### src/rtl/phy_irq_pkg.sv
package phy_irq_pkg;

   typedef enum logic [1:0] {
      SEL_NONE   = 2'd0,
      SEL_STATUS = 2'd1,
      SEL_LATCH  = 2'd2,
      SEL_DEBUG  = 2'd3
   } reg_sel_e;

   function automatic logic [1:0] edge_kind(input logic now_v, input logic prev_v);
      // [1] rising, [0] falling
      return {now_v & ~prev_v, ~now_v & prev_v};
   endfunction

endpackage

### src/rtl/phy_irq_sync.sv
module phy_irq_sync #(
   parameter int WIDTH  = 4,
   parameter int STAGES = 2
) (
   input  logic             clk,
   input  logic             rst_n,
   input  logic [WIDTH-1:0] d_async,
   output logic [WIDTH-1:0] q_sync
);

   if (STAGES < 2) begin : g_bad_stages
      $error("phy_irq_sync: STAGES must be at least 2");
   end
   if (WIDTH < 1) begin : g_bad_width
      $error("phy_irq_sync: WIDTH must be positive");
   end

   logic [WIDTH-1:0] chain_q [STAGES];

   for (genvar s = 0; s < STAGES; s++) begin : g_stage
      if (s == 0) begin : g_first
         always_ff @(posedge clk) begin
            if (!rst_n) chain_q[s] <= '0;
            else        chain_q[s] <= d_async;
         end
      end else begin : g_next
         always_ff @(posedge clk) begin
            if (!rst_n) chain_q[s] <= '0;
            else        chain_q[s] <= chain_q[s-1];
         end
      end
   end

   assign q_sync = chain_q[STAGES-1];

endmodule

### src/rtl/phy_irq_edge_latch.sv
module phy_irq_edge_latch
   import phy_irq_pkg::*;
#(
   parameter int NUM_SRC = 4
) (
   input  logic               clk,
   input  logic               rst_n,
   input  logic [NUM_SRC-1:0] live_i,
   input  logic [NUM_SRC-1:0] rise_en_i,
   input  logic [NUM_SRC-1:0] fall_en_i,
   input  logic               rd_clr_i,
   input  logic               low_power_i,
   output logic [NUM_SRC-1:0] lat_o
);

   if (NUM_SRC < 1) begin : g_bad_num
      $error("phy_irq_edge_latch: NUM_SRC must be positive");
   end

   logic [NUM_SRC-1:0] prev_q;
   logic [NUM_SRC-1:0] evt;
   logic [NUM_SRC-1:0] lat_q;
   logic               lp_prev_q;
   logic               lp_enter;
   logic               clr_all;

   always_ff @(posedge clk) begin
      if (!rst_n) begin
         prev_q    <= '0;
         lp_prev_q <= 1'b0;
      end else begin
         prev_q    <= live_i;
         lp_prev_q <= low_power_i;
      end
   end

   assign lp_enter = low_power_i & ~lp_prev_q;
   assign clr_all  = rd_clr_i | lp_enter;

   for (genvar i = 0; i < NUM_SRC; i++) begin : g_bit
      logic [1:0] kind;
      assign kind   = edge_kind(live_i[i], prev_q[i]);
      assign evt[i] = (kind[1] & rise_en_i[i]) | (kind[0] & fall_en_i[i]);

      // new event outranks clear
      always_ff @(posedge clk) begin
         if (!rst_n)         lat_q[i] <= 1'b0;
         else if (evt[i])    lat_q[i] <= 1'b1;
         else if (clr_all)   lat_q[i] <= 1'b0;
      end

      AST_LAT_SET: assert property (@(posedge clk) disable iff (!rst_n)
         evt[i] |=> lat_q[i]);
      AST_LAT_NO_SPURIOUS: assert property (@(posedge clk) disable iff (!rst_n)
         $rose(lat_q[i]) |-> $past(evt[i]));
   end

   assign lat_o = lat_q;

   AST_RD_CLEARS: assert property (@(posedge clk) disable iff (!rst_n)
      (rd_clr_i && evt == '0) |=> lat_q == '0);
   AST_LP_CLEARS: assert property (@(posedge clk) disable iff (!rst_n)
      (low_power_i && !lp_prev_q && evt == '0) |=> lat_q == '0);

endmodule

### src/rtl/phy_irq_rd_port.sv
module phy_irq_rd_port
   import phy_irq_pkg::*;
#(
   parameter int NUM_SRC   = 4,
   parameter int LINE_W    = 2,
   parameter int ADDR_W    = 8,
   parameter int DATA_W    = 8,
   parameter logic [ADDR_W-1:0] ADDR_STATUS = 'h13,
   parameter logic [ADDR_W-1:0] ADDR_LATCH  = 'h14,
   parameter logic [ADDR_W-1:0] ADDR_DEBUG  = 'h15
) (
   input  logic               clk,
   input  logic               rst_n,
   input  logic               rd_stb_i,
   input  logic [ADDR_W-1:0]  rd_addr_i,
   input  logic [NUM_SRC-1:0] status_i,
   input  logic [NUM_SRC-1:0] latch_i,
   input  logic [LINE_W-1:0]  line_i,
   output logic               latch_clr_o,
   output logic [DATA_W-1:0]  rd_data_o
);

   if (NUM_SRC > DATA_W || LINE_W > DATA_W) begin : g_bad_fit
      $error("phy_irq_rd_port: register fields exceed DATA_W");
   end
   if (ADDR_STATUS == ADDR_LATCH || ADDR_STATUS == ADDR_DEBUG || ADDR_LATCH == ADDR_DEBUG)
   begin : g_bad_map
      $error("phy_irq_rd_port: register addresses must differ");
   end

   reg_sel_e          sel;
   logic [DATA_W-1:0] mux_d;
   logic [DATA_W-1:0] data_q;

   always_comb begin
      if      (rd_addr_i == ADDR_STATUS) sel = SEL_STATUS;
      else if (rd_addr_i == ADDR_LATCH)  sel = SEL_LATCH;
      else if (rd_addr_i == ADDR_DEBUG)  sel = SEL_DEBUG;
      else                               sel = SEL_NONE;
   end

   always_comb begin
      unique case (sel)
         SEL_STATUS: mux_d = DATA_W'(status_i);
         SEL_LATCH:  mux_d = DATA_W'(latch_i);
         SEL_DEBUG:  mux_d = DATA_W'(line_i);
         default:    mux_d = '0;
      endcase
   end

   always_ff @(posedge clk) begin
      if (!rst_n)        data_q <= '0;
      else if (rd_stb_i) data_q <= mux_d;
   end

   assign latch_clr_o = rd_stb_i && (sel == SEL_LATCH);
   assign rd_data_o   = data_q;

   AST_HOLD_IDLE: assert property (@(posedge clk) disable iff (!rst_n)
      !rd_stb_i |=> $stable(rd_data_o));
   AST_UNMAPPED_ZERO: assert property (@(posedge clk) disable iff (!rst_n)
      (rd_stb_i && rd_addr_i != ADDR_STATUS && rd_addr_i != ADDR_LATCH
       && rd_addr_i != ADDR_DEBUG) |=> rd_data_o == '0);
   AST_STATUS_RSVD: assert property (@(posedge clk) disable iff (!rst_n)
      (rd_stb_i && rd_addr_i == ADDR_STATUS) |=> rd_data_o[DATA_W-1:NUM_SRC] == '0);
   AST_DEBUG_RSVD: assert property (@(posedge clk) disable iff (!rst_n)
      (rd_stb_i && rd_addr_i == ADDR_DEBUG) |=> rd_data_o[DATA_W-1:LINE_W] == '0);

endmodule

### src/rtl/phy_irq_regs.sv
module phy_irq_regs #(
   parameter int NUM_SRC     = 4,
   parameter int LINE_W      = 2,
   parameter int ADDR_W      = 8,
   parameter int DATA_W      = 8,
   parameter int SYNC_STAGES = 2,
   parameter logic [ADDR_W-1:0] ADDR_STATUS = 'h13,
   parameter logic [ADDR_W-1:0] ADDR_LATCH  = 'h14,
   parameter logic [ADDR_W-1:0] ADDR_DEBUG  = 'h15
) (
   input  logic               clk,
   input  logic               rst_n,
   input  logic [NUM_SRC-1:0] src_async,
   input  logic [LINE_W-1:0]  line_state,
   input  logic               low_power,
   input  logic [NUM_SRC-1:0] rise_en,
   input  logic [NUM_SRC-1:0] fall_en,
   input  logic               rd_stb,
   input  logic [ADDR_W-1:0]  rd_addr,
   output logic [DATA_W-1:0]  rd_data
);

   logic [NUM_SRC-1:0] live;
   logic [NUM_SRC-1:0] lat;
   logic               lat_clr;

   phy_irq_sync #(
      .WIDTH  (NUM_SRC),
      .STAGES (SYNC_STAGES)
   ) u_sync (
      .clk     (clk),
      .rst_n   (rst_n),
      .d_async (src_async),
      .q_sync  (live)
   );

   phy_irq_edge_latch #(
      .NUM_SRC (NUM_SRC)
   ) u_latch (
      .clk         (clk),
      .rst_n       (rst_n),
      .live_i      (live),
      .rise_en_i   (rise_en),
      .fall_en_i   (fall_en),
      .rd_clr_i    (lat_clr),
      .low_power_i (low_power),
      .lat_o       (lat)
   );

   phy_irq_rd_port #(
      .NUM_SRC     (NUM_SRC),
      .LINE_W      (LINE_W),
      .ADDR_W      (ADDR_W),
      .DATA_W      (DATA_W),
      .ADDR_STATUS (ADDR_STATUS),
      .ADDR_LATCH  (ADDR_LATCH),
      .ADDR_DEBUG  (ADDR_DEBUG)
   ) u_rd (
      .clk         (clk),
      .rst_n       (rst_n),
      .rd_stb_i    (rd_stb),
      .rd_addr_i   (rd_addr),
      .status_i    (live),
      .latch_i     (lat),
      .line_i      (line_state),
      .latch_clr_o (lat_clr),
      .rd_data_o   (rd_data)
   );

   AST_READ_CLEARS_PORT: assert property (@(posedge clk) disable iff (!rst_n)
      (rd_stb && rd_addr == ADDR_LATCH && lat != '0) |=> rd_data != '0);

endmodule

### config.mk
export PLATFORM = sky130hd
export DESIGN_NAME = phy_irq_regs
export DESIGN_NICKNAME = d
export VERILOG_FILES = /design/src/rtl/phy_irq_pkg.sv /design/src/rtl/phy_irq_sync.sv /design/src/rtl/phy_irq_edge_latch.sv /design/src/rtl/phy_irq_rd_port.sv /design/src/rtl/phy_irq_regs.sv
export SDC_FILE = /design/constraint.sdc
export NUM_CORES = 1
export LEC_CHECK = 0
export ABC_AREA = 1
export BUFFER_PORTS_ARGS = -buffer_cell sky130_fd_sc_hd__buf_4
export CAP_MARGIN = 20
export CORE_MARGIN = 3
export CORE_UTILIZATION = 51
export DETAILED_ROUTE_END_ITERATION = 10
export PLACE_DENSITY = 0.9
export SLEW_MARGIN = 30
export SYNTH_ARGS = -nofsm -noshare
export SYNTH_HDL_FRONTEND = slang
export SYNTH_HIERARCHICAL = 1
export SYNTH_SLANG_ARGS = --single-unit
### constraint.sdc
create_clock -name clk -period 2.9 [get_ports clk]
set_clock_uncertainty 0.2 [all_clocks]
set_input_delay 0.58 -clock clk [delete_from_list [all_inputs] [get_ports clk]]
set_output_delay 0.58 -clock clk [all_outputs]
set_load 0.01 [all_outputs]
# [After elaboration in Yosys (flattened, before gate mapping)]
# Memory sizes are Yosys's and may differ from the RTL's.
# Cells that the tools add are included.
# Widths: inputs -> output; s select.
[totals] mem_bits_rw=8 regBits=17 input_bits=26 wordCells=65 n_memories=1
[classes] n_mux=13 n_reduce_logical=5 eq_ne=6 bitwise=33
[mem_list] name="u_sync.chain_q" depth=2 width=4 read_ports=2 rd_ports_with_merged_regs=0 write_ports=2 line="phy_irq_sync.sv:18" rtl="logic [WIDTH-1:0] chain_q [STAGES];"
[op_table] cell="$eq 8x5->1 const B" count=3
[op_table] cell="$and 1x1->1" count=17
[op_table] cell="$pmux 4 s3" count=1
[op_table] cell="$not 1->1" count=9
[op_table] cell="$mux 4" count=2
[op_table] cell="$reduce_bool 2->1" count=4
[op_table] cell="$mux 1" count=7
[op_table] cell="$or 1x1->1" count=7
[op_table] cell="$mux 2" count=3
[op_table] cell="$eq 2x2->1 const B" count=2
[op_table] cell="$eq 2x1->1 const B" count=1
[op_table] cell="$logic_and 1x1->1" count=1

# [Longest topological paths before layout]
# Gate-level depths: netlist (run 1).
[depth] depth_word=9 mapped_depth=9 ltp_nobuf=8

# [Modules after synthesis]
# Netlist (run 1), hierarchy kept.
[modules_own_cells] mod="phy_irq_edge_latch" cells_each=59 area_each_um2=380.4 n_inst=1
[modules_own_cells] mod="phy_irq_rd_port" cells_each=58 area_each_um2=351.6 n_inst=1
[modules_own_cells] mod="phy_irq_sync" cells_each=25 area_each_um2=225.2 n_inst=1

# [Worst setup path before layout (run 1)]
# No wires, ideal clock.
[synth_path] path_type="input port to flip-flop" startpoint="input port rd_addr[5]" endpoint="register u_latch.lat_q[0] (netlist: u_latch/lat_o[0])" cell_stages=9 t_required_ps=2584 setup_ps=116 t_arrival_ps=1228 path_slack_ps=1357 path_cell_list="inv_1 -> nand2_1 -> nor2_2 -> buf_6 -> nand2_1 -> nor2_1 -> inv_1 -> nand3_1 -> a21oi_1"
[synth_via] elab_chain_cells=8 elab_cells_between_ends=10 classes_between="4 x eq/ne; 3 x mux; 1 x bitwise; 2 x reduce/logical"
[synth_lines] item="from (decl)" line="phy_irq_regs.sv:19" rtl="input logic [ADDR_W-1:0] rd_addr,"
[synth_lines] item="$eq 8x5->1" line="phy_irq_rd_port.sv:38" rtl="else if (rd_addr_i == ADDR_DEBUG) sel = SEL_DEBUG;"
[synth_lines] item="$mux 2" line="phy_irq_rd_port.sv:38"
[synth_lines] item="$mux 2" line="phy_irq_rd_port.sv:37" rtl="else if (rd_addr_i == ADDR_LATCH) sel = SEL_LATCH;"
[synth_lines] item="$mux 2 *" line="phy_irq_rd_port.sv:36" rtl="if (rd_addr_i == ADDR_STATUS) sel = SEL_STATUS;"
[synth_lines] item="$eq 2x2->1 *" line="phy_irq_rd_port.sv:56" rtl="assign latch_clr_o = rd_stb_i && (sel == SEL_LATCH);"
[synth_lines] item="$logic_and 1x1->1 *" line="phy_irq_rd_port.sv:56"
[synth_lines] item="via lat_clr" line="phy_irq_regs.sv:25" rtl="logic lat_clr;"
[synth_lines] item="$or 1x1->1 *" line="phy_irq_edge_latch.sv:38" rtl="assign clr_all = rd_clr_i | lp_enter;"
[synth_lines] item="$reduce_bool 2->1 (no line) *"
[synth_lines] item="to (signal, indexed assignment)" line="phy_irq_edge_latch.sv:47" rtl="if (!rst_n) lat_q[i] <= 1'b0;"
[synth_lines] item="to (signal, indexed assignment)" line="phy_irq_edge_latch.sv:48" rtl="else if (evt[i]) lat_q[i] <= 1'b1;"
[synth_lines] item="to (signal, indexed assignment)" line="phy_irq_edge_latch.sv:49" rtl="else if (clr_all) lat_q[i] <= 1'b0;"
[synth_lines] item="to (decl)" line="phy_irq_edge_latch.sv:22" rtl="logic [NUM_SRC-1:0] lat_q;"
# Mark *: on every way through the listed nets, which the timed path passes. The rest lies on a longest branch.
# A chain may end at the register's enable or synchronous reset.

# [Worst setup path after layout (run 1)]
[layout_path] startpoint="input port rd_addr[5]" endpoint="register u_latch.lat_q[1] (netlist: u_latch/lat_o[1])"
# Same word-level chain as after synthesis.

==> results.yml, run 1 <==
power:
  power.density_nw_per_um2: 417
  leakage_nw: 0.663
  max-vdd-ir-drop_mv: 0.304
  power.total_mw: 0.499
finish:
  final_layout_size_suffix_gt1_share_pct: 23.3
  finish.net_count: 199
  finalCoreUtilization_pct: 68.6
  syn_to_final_growth_pct: 25.1
  multi_input_area_um2: 378
  seq_area_um2: 420
  final-instance-count-excl-fill: 197
  n_antenna_cell: 0
  layout.filler_cells: 166
  final_area_um2: 1200
clock_network:
  postCtsResizedCells: 0
  cts_tree: "yes"
  post_cts.repair.setup_buffers: 0
  clock_path_buffers: 2
  cts_root_buf: "clkbuf_4"
  cts_buffers: 3
  cts_num_sinks: 21
  cts.clk_slew.worst_paths_ns: 0.11
  htree_levels: 1
  cts_hold_buffers: 0
  clk_latency_ns: 0.29
sta:
  final_max_slew_viol_count: 0
  hold_ws_ns: 0.220
  timing.final.hold_violations: 0
  final_min_period_over_clock_period_pct: 53.5
  finalWorstSetupSlack_ns: 1.35
  setup_viol: 0
  setup_tns_ns: 0
  period_needed_ns: 1.55
  max_clock_freq_ghz: 0.645
  grt_setup_unrepaired: "false"
grt:
  grtUsageTotal_pct: 14.2
  number_of_global_route_vias_before_repair: 775
  grt_antenna_before_repair: 0
  grt_pass1_wl_um: 2830
  grt_overflow_total: 0
  grt_max_degree: 16
floorplanning:
  fp.dieArea_um2: 2430
  die_y_um: 49.3
  fp.dieW_um: 49.3
  boundaryPins: 34
  rows: 15
  core_area_um2: 1750
  effective_utilization_at_floorplan_pct: 54.8
setup_path:
  crit-reg2reg-launch: "u_sync/chain_q[1][1]"
  worst_ep_arrival_time_ns: 1.54
  worst-setup-path-type: "in2reg"
  worst_r2r_path_depth: 4
  cp.required_ns: 2.89
  timing.critical_path.to_type: "register"
  worst-path-max-fanout: 11
  critPathLaunchType: "input port"
  timing.reg2reg.setup_slack_ns: 1.89
  r2r-end: "u_rd/rd_data_o[1]"
min_path:
  worst_hold_path.num_cells: 2
  hold_path_startpoint: "u_sync/chain_q[0][2]"
  worstHoldPathType: "reg2reg"
  end_point_of_the_worst_hold_path: "u_sync/chain_q[1][2]"
synth:
  synthesized_instance_count: 142
  ys_seq_elements: 21
  syn_area_um2: 957
  warnings_synthesis: 6
  syn_avg_cell_area_um2: 6.74
  ys_types: 16
  synth-seq-area-share_pct: 43.9
detailed_routing:
  wirelength_um: 1660
  first_iter_violations: 18
  routed_via_density: 4.34
  dr.pass1.iters: 4
  avgRoutedWirePerCell_um: 8.45
  via_total_after_detailed_routing: 855
  remaining_drc_errors: 0
  antenna_left: 0
placement:
  dpl_worst_slack_ns: 1.05
  placer_s_final_routability_congestion_estimate: 0.772
  place.detailed.hpwl_um: 1340
  placed_standard_cell_area_um2: 1170
  dp.cells: 193
  numPortBuffers: 29
flow_run:
  timing.max_cap.violations: 0
status:
  run_status: "complete, no violations"
worst max-delay path by stage:
stage                      start          endpoint  slack [ns]  cells after the start
2_1_floorplan         rd_addr[5]  u_latch/lat_o[0]        1.36                      9
3_3_place_gp          rd_addr[5]  u_latch/lat_o[2]        1.12                      9
3_5_place_dp          rd_addr[5]  u_latch/lat_o[1]        1.05                      9
4_1_cts        u_rd/rd_data_o[1]        rd_data[1]        1.34                      1
5_1_grt               rd_addr[5]  u_latch/lat_o[2]        1.24                      9
6_report              rd_addr[5]  u_latch/lat_o[1]        1.35                      9
flip-flops by register name, indices dropped and copies added, names as in the netlist:
signal and count:
u_latch/prev_q 4, u_latch/lat_o 4, u_sync/chain_q 8, u_rd/rd_data_o 4
u_latch/lp_prev_q 1
cells in the final DEF, fill, tap and decap left out:
| cell | count |
|---|---|
| nor2_4 | 2 |
| nand3_1 | 15 |
| nor2_2 | 1 |
| buf_4 | 29 |
| clkbuf_4 | 3 |
| a21oi_1 | 7 |
| conb_1 | 4 |
| inv_1 | 31 |
| a21oi_2 | 1 |
| dfxtp_1 | 21 |
| nor2_1 | 2 |
| inv_2 | 2 |
| nand2_2 | 1 |
| nand2_1 | 51 |
| nand3_2 | 1 |
| clkbuf_1 | 1 |
Yosys cell counts, drive strengths merged:
cell | instances | area, um2
a21oi | 8 | 43.8
buf | 6 | 46.3
conb | 1 | 3.75
dfxtp | 21 | 420
inv | 33 | 124
nand2 | 52 | 198
nand3 | 16 | 85.1
nor2 | 5 | 36.3
layout make-up:
class,count,area share [%]
inverters,33,10.3
clock buffers,4,2.19
repair buffers,29,18.2
flip-flops and latches,21,35.1
well taps,25,2.61
multi-input cells,85,31.6
power by group:
group	internal, mW	switching (mW)	leakage (nW)
clock network	0.0535	0.0800	0.0150
registers	0.299	0.00577	0.172
logic	0.0318	0.0295	0.476
total	0.384	0.115	0.663
worst max-delay path, cell delays in order:
cell and delay, ns:
buf_4 0.11, inv_1 0.04, nand2_1 0.05, nor2_2 0.33, nand2_1 0.09, nor2_1 0.11, inv_1 0.08, nand3_1 0.09
a21oi_1 0.06
kinds of logic after synthesis:
kind of cell	share of synthesized area, %
AND/OR/NAND/NOR	33.3
buffers and inverters	17.8
flip-flops	43.9
AO/OA/AOI/OAI	4.57
other	0.392
layer usage:
layer  GRT usage (%)  wire (um)  vias up
met4            5.69         10        0
met5               0          0        -
met1            16.8        676      363
li1                -          -      466
met3            3.67        118        2
met2            24.3        858       24
Power figures use the tool's default switching activity.
==> inputs of run 2 (changes only) <==
Settings changed: CORE_UTILIZATION 51 to 43, PLACE_DENSITY 0.9 to 0.81.
Clock period 2.9 ns to 1.4 ns, I/O delays scaled along.
==> run 2 against run 1 <==
Against the previous run: register-to-register slack lost 1.5 ns; via count up 4.7%; non-clock buffer count up 6; critical path type is now reg2out; sequential share of layout area is 1.7 points lower; die area rose by 16%; critical path depth fell by 8; highest routed layer is now met3; flip-flop and latch count did not move.
==> results.yml, run 2 (same netlist as run 1, synthesis figures left out) <==
status:
  run_status: "complete, no violations"
sta:
  setup_tns_ns: 0
  final_max_slew_viol_count: 0
  timing.final.hold_violations: 0
  period_needed_ns: 1.26
  grt_setup_unrepaired: "false"
  setup_viol: 0
  final_min_period_over_clock_period_pct: 89.7
  max_clock_freq_ghz: 0.796
finish:
  layout.cells.most_common_list: "nand2_1 (51), inv_1 (31), buf_4 (30)"
  final_layout_size_suffix_gt1_share_pct: 23.6
  multi_input_area_um2: 378
  regMostFlops: "u_sync/chain_q"
  layout.filler_cells: 196
  seq_area_um2: 420
  finalCoreUtilization_pct: 61.6
  final_common_cell: "nand2_1"
  syn_to_final_growth_pct: 31.5
  finish.net_count: 205
  largest_register_ffs: 8
  n_antenna_cell: 0
power:
  leakage_nw: 0.692
  sw_frac_of_total_pct: 24.2
  power.share.clock_pct: 26.9
  total_switching_power_mw: 0.256
  p_comb_share_pct: 13.5
  max-vdd-ir-drop_mv: 0.631
  power.density_nw_per_um2: 840
  power.share.sequential_pct: 59.6
  power.total_mw: 1.06
  cellInternalPower_mw: 0.801
clock_network:
  cts_buffers: 3
  clock_path_buffers: 2
  cts_num_sinks: 21
  clk_latency_ns: 0.30
  htree_levels: 1
  cts.clk_slew.worst_paths_ns: 0.12
  cts_tree: "yes"
  cts_root_buf: "clkbuf_4"
grt:
  grt_pass1_wl_um: 3050
  grtUsageTotal_pct: 14.2
  grt_max_degree: 16
  grt_antenna_before_repair: 0
  number_of_global_route_vias_before_repair: 829
  grt_overflow_total: 0
floorplanning:
  core_area_um2: 2040
  fp.dieArea_um2: 2830
  boundaryPins: 34
  die_y_um: 53.2
  effective_utilization_at_floorplan_pct: 46.9
  rows: 16
  fp.dieW_um: 53.2
setup_path:
  cp.required_ns: 0.92
  critical-path-max-stage-delay_ns: 0.36
  worst_ep_arrival_time_ns: 0.78
  critical_path.cell_chain: "buf_4"
  worst-path-max-fanout: 2
  timing.critical_path.to_type: "output port"
  worst-path-buf-inv: 1
  path_delay_family: "flip-flops"
  worst_path_max_delay_cell: "dfxtp_1"
  worst-setup-path-type: "reg2out"
  critPathLaunchType: "register"
placement:
  place.detailed.hpwl_um: 1440
  placer_s_final_routability_congestion_estimate: 0.708
  numPortBuffers: 29
detailed_routing:
  via_total_after_detailed_routing: 895
  wirelength_um: 1860
  antenna_left: 0
  remaining_drc_errors: 0
  dr.pass1.iters: 4
  first_iter_violations: 10
  avgRoutedWirePerCell_um: 9.07
  routed_via_density: 4.37
min_path:
  worstHoldPathType: "in2reg"
flow_run:
  timing.max_cap.violations: 0
run 2: final cells by class:
cell class              instances  area share [%]
repair buffers                 35            21.9
clock buffers                   3            1.79
well taps                      27            2.68
inverters                      33            9.84
flip-flops and latches         21            33.4
clock inverters                 1           0.398
multi-input cells              85            30.0
run 2: per-stage QoR:
step | area (um2) | cells | hold WS (ns) | setup WS [ns]
floorplan | 968 | 145 | 0.173 | 0.157
global placement | 1180 | 196 | 0.189 | 0.00474
detailed placement | 1180 | 196 | 0.198 | -0.0399
CTS | 1260 | 205 | 0.0500 | 0.143
global route | 1260 | 205 | 0.0486 | 0.0974
finish | 1260 | 205 | 0.0494 | 0.144
run 2: path summary, 6_finish.rpt:
| check | startpoint | slack (ns) | endpoint | depth (start not counted) |
|---|---|---|---|---|
| worst min-delay path | rd_stb | 0.05 | u_rd/rd_data_o[2] | 3 |
| worst min register to register | u_sync/chain_q[0][2] | 0.22 | u_sync/chain_q[1][2] | 2 |
| worst max-delay path | u_rd/rd_data_o[1] | 0.14 | rd_data[1] | 1 |
| worst max register to register | u_sync/chain_q[1][1] | 0.42 | u_rd/rd_data_o[1] | 4 |
run 2: timing repair:
action                                  in CTS  in global routing
resized for setup                            0                  0
hold buffers                                 5                  0
hold endpoints to repair                     5                  0
endpoints found under the setup margin       0                  0
setup buffers                                0                  0
run 2: worst register-to-register path: cells and delay by family (launching register included):
| family | cells | cell delay, ns |
|---|---|---|
| DFF | 1 | 0.40 |
| AOI/OAI and AO/OA | 1 | 0.10 |
| and+or+nand+nor | 3 | 0.23 |
run 2: power by group through the flow:
stage          Combinational, mW  Clock (mW)  Sequential, mW
5_1_grt                    0.159       0.322           0.634
2_1_floorplan             0.0707           0           0.641
3_3_place_gp               0.125           0           0.643
3_5_place_dp               0.131           0           0.644
4_1_cts                    0.142       0.289           0.631
6_report                   0.142       0.284           0.630
run 2: per-layer routing:
| metal | track usage (%) | vias to the layer above | wire length, um | share of wire, % |
|---|---|---|---|---|
| li1 | - | 479 | - | - |
| met1 | 14.8 | 382 | 772 | 42 |
| met2 | 28.1 | 34 | 909 | 49 |
| met3 | 2.82 | 0 | 177 | 9.5 |
| met4 | 3.83 | 0 | 0 | 0 |
| met5 | 0 | - | 0 | 0 |
